<file path="src/rtl/adc_rd_pkg.sv">
package adc_rd_pkg;

    typedef enum logic [2:0] {
        ST_IDLE,
        ST_START,
        ST_WAIT,
        ST_READ,
        ST_QUIET
    } ctl_state_t;

endpackage

</file>
<file path="src/rtl/adc_rd_timer.sv">
module adc_rd_timer #(
    parameter int W = 5
) (
    input  logic         clk,
    input  logic         rst,
    input  logic         load,
    input  logic [W-1:0] load_val,
    output logic         zero
);
    logic [W-1:0] cnt_q;

    always_ff @(posedge clk) begin
        if (rst) begin
            cnt_q <= '0;
        end else if (load) begin
            cnt_q <= load_val;
        end else if (cnt_q != '0) begin
            cnt_q <= cnt_q - 1'b1;
        end
    end

    assign zero = (cnt_q == '0);

    // a running interval shortens by exactly one each cycle
    assert_timer_step_R7: assert property (@(posedge clk) disable iff (rst)
        (!load && !zero) |=> (cnt_q == $past(cnt_q) - 1'b1));

endmodule

</file>
<file path="src/rtl/adc_rd_done_det.sv">
module adc_rd_done_det (
    input  logic clk,
    input  logic rst,
    input  logic arm,
    input  logic mode_busy,
    input  logic status,
    output logic done
);
    logic seen_high_q;

    always_ff @(posedge clk) begin
        if (rst || !arm) begin
            seen_high_q <= 1'b0;
        end else if (status) begin
            seen_high_q <= 1'b1;
        end
    end

    always_comb begin
        if (mode_busy) begin
            done = arm && seen_high_q && !status;
        end else begin
            done = arm && !status;
        end
    end

endmodule

</file>
<file path="src/rtl/adc_rd_ctrl.sv">
module adc_rd_ctrl
    import adc_rd_pkg::*;
#(
    parameter int DATA_W        = 14,
    parameter int START_CYC     = 1,
    parameter int RD_CYC        = 2,
    parameter int CLK_PERIOD_PS = 5000,
    parameter int QUIET_PS      = 150000
) (
    input  logic              clk,
    input  logic              rst,
    input  logic              trigger,
    input  logic              free_run,
    input  logic              mode_busy,
    input  logic              busy_eoc,
    input  logic [DATA_W-1:0] data_in,
    output logic              convst,
    output logic              cs_n,
    output logic              rd_n,
    output logic [DATA_W-1:0] result,
    output logic              result_valid
);
    localparam int QUIET_RAW = (QUIET_PS + CLK_PERIOD_PS - 1) / CLK_PERIOD_PS;
    localparam int QUIET_CYC = (QUIET_RAW < 1) ? 1 : QUIET_RAW;
    localparam int MAX_A     = (START_CYC > RD_CYC) ? START_CYC : RD_CYC;
    localparam int MAX_CYC   = (MAX_A > QUIET_CYC) ? MAX_A : QUIET_CYC;
    localparam int TMR_W     = $clog2(MAX_CYC + 1);
    localparam logic [TMR_W-1:0] START_LD = TMR_W'(START_CYC - 1);
    localparam logic [TMR_W-1:0] READ_LD  = TMR_W'(RD_CYC - 1);
    localparam logic [TMR_W-1:0] QUIET_LD = TMR_W'(QUIET_CYC - 1);

    ctl_state_t       state_q, state_nx;
    logic             mode_q;
    logic             tmr_load;
    logic [TMR_W-1:0] tmr_val;
    logic             tmr_zero;
    logic             conv_done;

    adc_rd_timer #(.W(TMR_W)) u_timer (
        .clk      (clk),
        .rst      (rst),
        .load     (tmr_load),
        .load_val (tmr_val),
        .zero     (tmr_zero)
    );

    adc_rd_done_det u_done (
        .clk       (clk),
        .rst       (rst),
        .arm       (state_q == ST_WAIT),
        .mode_busy (mode_q),
        .status    (busy_eoc),
        .done      (conv_done)
    );

    // State register, plus the polarity sampled while idle
    always_ff @(posedge clk) begin
        if (rst) begin
            state_q <= ST_IDLE;
            mode_q  <= 1'b0;
        end else begin
            state_q <= state_nx;
            if (state_q == ST_IDLE) begin
                mode_q <= mode_busy;
            end
        end
    end

    // Transitions and interval loading
    always_comb begin
        state_nx = state_q;
        tmr_load = 1'b0;
        tmr_val  = START_LD;
        unique case (state_q)
            ST_IDLE: begin
                if (trigger || free_run) begin
                    state_nx = ST_START;
                    tmr_load = 1'b1;
                    tmr_val  = START_LD;
                end
            end
            ST_START: begin
                if (tmr_zero) begin
                    state_nx = ST_WAIT;
                end
            end
            ST_WAIT: begin
                if (conv_done) begin
                    state_nx = ST_READ;
                    tmr_load = 1'b1;
                    tmr_val  = READ_LD;
                end
            end
            ST_READ: begin
                if (tmr_zero) begin
                    state_nx = ST_QUIET;
                    tmr_load = 1'b1;
                    tmr_val  = QUIET_LD;
                end
            end
            ST_QUIET: begin
                if (tmr_zero) begin
                    if (free_run) begin
                        state_nx = ST_START;
                        tmr_load = 1'b1;
                        tmr_val  = START_LD;
                    end else begin
                        state_nx = ST_IDLE;
                    end
                end
            end
            default: state_nx = ST_IDLE;
        endcase
    end

    // Pin levels decoded from the state
    always_comb begin
        convst = mode_q ? (state_q == ST_START) : (state_q != ST_START);
        cs_n   = (state_q != ST_READ);
        rd_n   = (state_q != ST_READ);
    end

    // Result capture on the final read cycle
    always_ff @(posedge clk) begin
        if (rst) begin
            result       <= '0;
            result_valid <= 1'b0;
        end else begin
            result_valid <= 1'b0;
            if (state_q == ST_READ && tmr_zero) begin
                result       <= data_in;
                result_valid <= 1'b1;
            end
        end
    end

    // completion seen while waiting opens the read window next cycle
    assert_read_follows_done_R3: assert property (@(posedge clk) disable iff (rst)
        (state_q == ST_WAIT && conv_done) |=> (!rd_n && !cs_n));

    // the result word changes only together with a valid pulse
    assert_result_hold_R5: assert property (@(posedge clk) disable iff (rst)
        !result_valid |-> $stable(result));

    // the valid strobe lasts one cycle
    assert_valid_single_R6: assert property (@(posedge clk) disable iff (rst)
        result_valid |=> !result_valid);

    // the valid strobe comes right after the read strobe is released
    assert_valid_after_read_R6: assert property (@(posedge clk) disable iff (rst)
        result_valid |-> (rd_n && $past(!rd_n)));

    // no start while the gap timer is still running
    assert_quiet_gap_R7: assert property (@(posedge clk) disable iff (rst)
        (state_q == ST_QUIET && !tmr_zero) |=> (state_q == ST_QUIET));

    // the polarity is frozen during a conversion
    assert_mode_hold_R10: assert property (@(posedge clk) disable iff (rst)
        (state_q != ST_IDLE) |=> $stable(mode_q));

endmodule

</file>
<file path="config.mk">
export PLATFORM = sky130hd
export DESIGN_NAME = adc_rd_ctrl
export DESIGN_NICKNAME = d
export VERILOG_FILES = /design/src/rtl/adc_rd_pkg.sv /design/src/rtl/adc_rd_timer.sv /design/src/rtl/adc_rd_done_det.sv /design/src/rtl/adc_rd_ctrl.sv
export SDC_FILE = /design/constraint.sdc
export NUM_CORES = 1
export LEC_CHECK = 0
export ABC_CLOCK_PERIOD_IN_PS = 2000
export BUFFER_PORTS_ARGS = -buffer_cell sky130_fd_sc_hd__buf_2
export CAP_MARGIN = 30
export CORE_MARGIN = 2
export CORE_UTILIZATION = 48
export CTS_CLUSTER_DIAMETER = 60
export DETAILED_ROUTE_END_ITERATION = 6
export GPL_TIMING_DRIVEN = 0
export PLACE_DENSITY_LB_ADDON = 0.15
export SYNTH_ARGS = -nofsm -noshare
export SYNTH_HDL_FRONTEND = slang
export SYNTH_SLANG_ARGS = --single-unit
</file>
<file path="constraint.sdc">
create_clock -name clk -period 2 [get_ports clk]
set_clock_uncertainty 0.05 [all_clocks]
set_input_delay 0.1 -clock clk [delete_from_list [all_inputs] [get_ports clk]]
set_output_delay 0.1 -clock clk [all_outputs]
set_load 0.01 [all_outputs]
</file>
==> results.yml <==
status:
  outcome: "completed"
placed_design:
  hpwl_um: 1610
  dpl_worst_slack_ns: 0.186
  portBuffers: 37
  dp.cells: 198
  gp_congestion: 0.796
timing:
  period_share_pct: 87.9
  max-slew-margin-rel_pct: 70.5
  max_slew.worst_pin.slew_ns: 0.442
  setup_tns_ns: 0
  min_period_ns: 1.76
  worst_slack_ns: 0.243
  setup_viol: 0
  timing.final.hold_violations: 0
  rsz0062_at_grt: "false"
  drv_slew: 0
  fmax_mhz: 569
floorplan:
  num_rows: 17
  die_area_um2: 2690
  coreArea_um2: 2190
  die_h_um: 51.9
  start_util_pct: 50.3
  fp.dieW_um: 51.9
  io_pins: 38
setup_path:
  crit_path_max_incr_delay_ns: 0.52
  path_cells: "inv_1, ha_1, or4b_4, nor2_4, buf_6, nand2_1, a21oi_1"
  crit_fanout: 10
  crit_required_ns: 2.20
  endpoint_kind: "register"
  critPathLaunchType: "register"
  path_class: "reg2reg"
  path_delay_family: "simple AND/OR/NAND/NOR gates"
  path_buf_inv: 2
  arrival_ns: 1.96
  slowest_stage: "or4b_4"
synth:
  synthTopCellsByArea: "dfxtp_1 (45%), nand2_1 (11%), a21oi_1 (7.7%)"
  seq_area_frac_synth_pct: 45.5
  syn_area_um2: 1100
  yosys.area.top_type: "dfxtp_1"
  syn_avg_cell_area_um2: 8.28
  syn_nets: 155
  yosys.area.top_type_share_pct: 45.5
  ys_ff_latch: 25
  netlist_instances: 133
  synth_cell_type_count: 31
  yosysWarnings: 0
grt:
  grt_pass1_vias: 891
  grt_max_degree: 15
  gr-total-overflow: 0
  track_usage_pct: 18.7
  grt_antenna_before_repair: 0
  grt_pass1_wl_um: 3760
power:
  ir_drop_mv: 0.906
  p_leak_nw: 0.678
  power_w: 0.00191
  powerDensity_nw_per_um2: 1260
cells_and_area:
  drive_gt1_share_pct: 28.8
  area_delta_synth_final_pct: 37.5
  final_common_cell: "buf_2"
  nets: 214
  instances_no_fill: 219
  final_cell_mix: "buf_2 (41), nand2_1 (33), dfxtp_1 (25)"
  diodes: 0
  fin_util_pct: 69.1
drt:
  wire_per_inst_um: 11.0
  first_pass_iters: 4
  post_drt_via_cell_ratio: 4.86
  drcViolationCount: 0
  wl_um: 2410
  drt_iter0_markers: 10
  antenna_left: 0
  vias: 1065
clock_network:
  cts-root-buf: "clkbuf_4"
  clockBufferDepth: 2
  clkTransAtPathRegs_ns: 0.13
  cts_sinks: 25
  cts_made_buffers: 3
  cts-htree-levels: 1
  cts_tree: "done"
  clk_latency_ns: 0.31
min_path:
  hold_class: "in2reg"
job:
  maxCapViolations: 0
final cells by class:
cell class	instances	area [um2]
plain buffers	8	46.3
clock buffers	3	22.5
clock inverters	1	5.00
fillers	183	677
inverters	5	18.8
multi-input cells	95	536
flip-flops and latches	25	500
well taps	28	35.0
repair buffers	54	350
layer usage:
metal,GRT usage [%],part of all wire (%),vias to the layer above
li1,-,-,564
met1,23.4,48,471
met2,31.0,47,26
met3,2.59,4.2,4
met4,9.65,1.3,0
met5,0,0,-
repair_timing:
action	4_1_cts	5_1_grt
hold endpoints to repair	15	0
buffers inserted	0	2
hold buffers	15	0
gates resized for setup	0	0
endpoints found under the setup margin	0	4
through the flow:
stage / hold slack (ns) / instance area, um2
floorplan: 0.186 / 1100
global placement: 0.285 / 1320
detailed placement: 0.297 / 1320
CTS: 0.00548 / 1500
global route: 0.0252 / 1510
finish: 0.0134 / 1510
synthesized netlist by cell type:
cell type and count:
a211oi_1 1, a21o_1 1, a21oi_1 17, a22oi_1 1, a31oi_1 2, and3b_2 1
buf_2 4, buf_4 1, buf_6 1, clkbuf_1 2, dfxtp_1 25, ha_1 2
inv_1 5, mux2i_1 1, nand2_1 33, nand3_1 2, nor2_1 9, nor2_4 1
nor2b_1 1, nor3_1 6, nor3b_1 1, nor4b_4 1, o21a_1 1, o22ai_1 2
o31a_1 1, o31ai_1 3, or2_2 1, or3b_2 1, or4b_4 1, xnor2_1 3
xor2_1 2
tightest hold or removal path: cells and delay by family:
kind / cells / cell delay [ns]
AND/OR/NAND/NOR: 2 / 0.13
buffers and inverters: 1 / 0.11
cell families (layout without fill, tap and decap cells):
kind of cell | Yosys count | count (layout) | share of synthesized area [%]
simple gates | 58 | 58 | 25.9
xor+xnor | 5 | 5 | 3.98
compound gates | 29 | 29 | 15.6
buf+inv | 13 | 71 | 5.91
fa+ha+maj | 2 | 2 | 2.27
flops | 25 | 25 | 45.5
mux | 1 | 1 | 0.909
where the power goes:
part | total [W] | leakage [nW] | internal (W) | switching (W)
logic | 0.00102 | 0.458 | 0.000508 | 0.000516
registers | 0.000671 | 0.203 | 0.000593 | 0.0000776
clock network | 0.000220 | 0.0177 | 0.0000748 | 0.000145
total | 0.00191 | 0.678 | 0.00118 | 0.000738
sequential cells by signal, indices dropped and copies added, names as in the netlist:
name                flops
result                 14
u_timer.cnt_q           5
state_q                 3
mode_q                  1
result_valid            1
u_done.seen_high_q      1
path summary, 6_finish.rpt:
| path | slack (ns) | end | start | cells after the start |
|---|---|---|---|---|
| max | 0.24 | result[9] | u_timer.cnt_q[0] | 7 |
| min | 0.01 | u_done.seen_high_q | busy_eoc | 3 |
| max reg2reg | 0.24 | result[9] | u_timer.cnt_q[0] | 7 |
| min reg2reg | 0.41 | result[2] | result[2] | 2 |
Power figures use the tool's default switching activity.
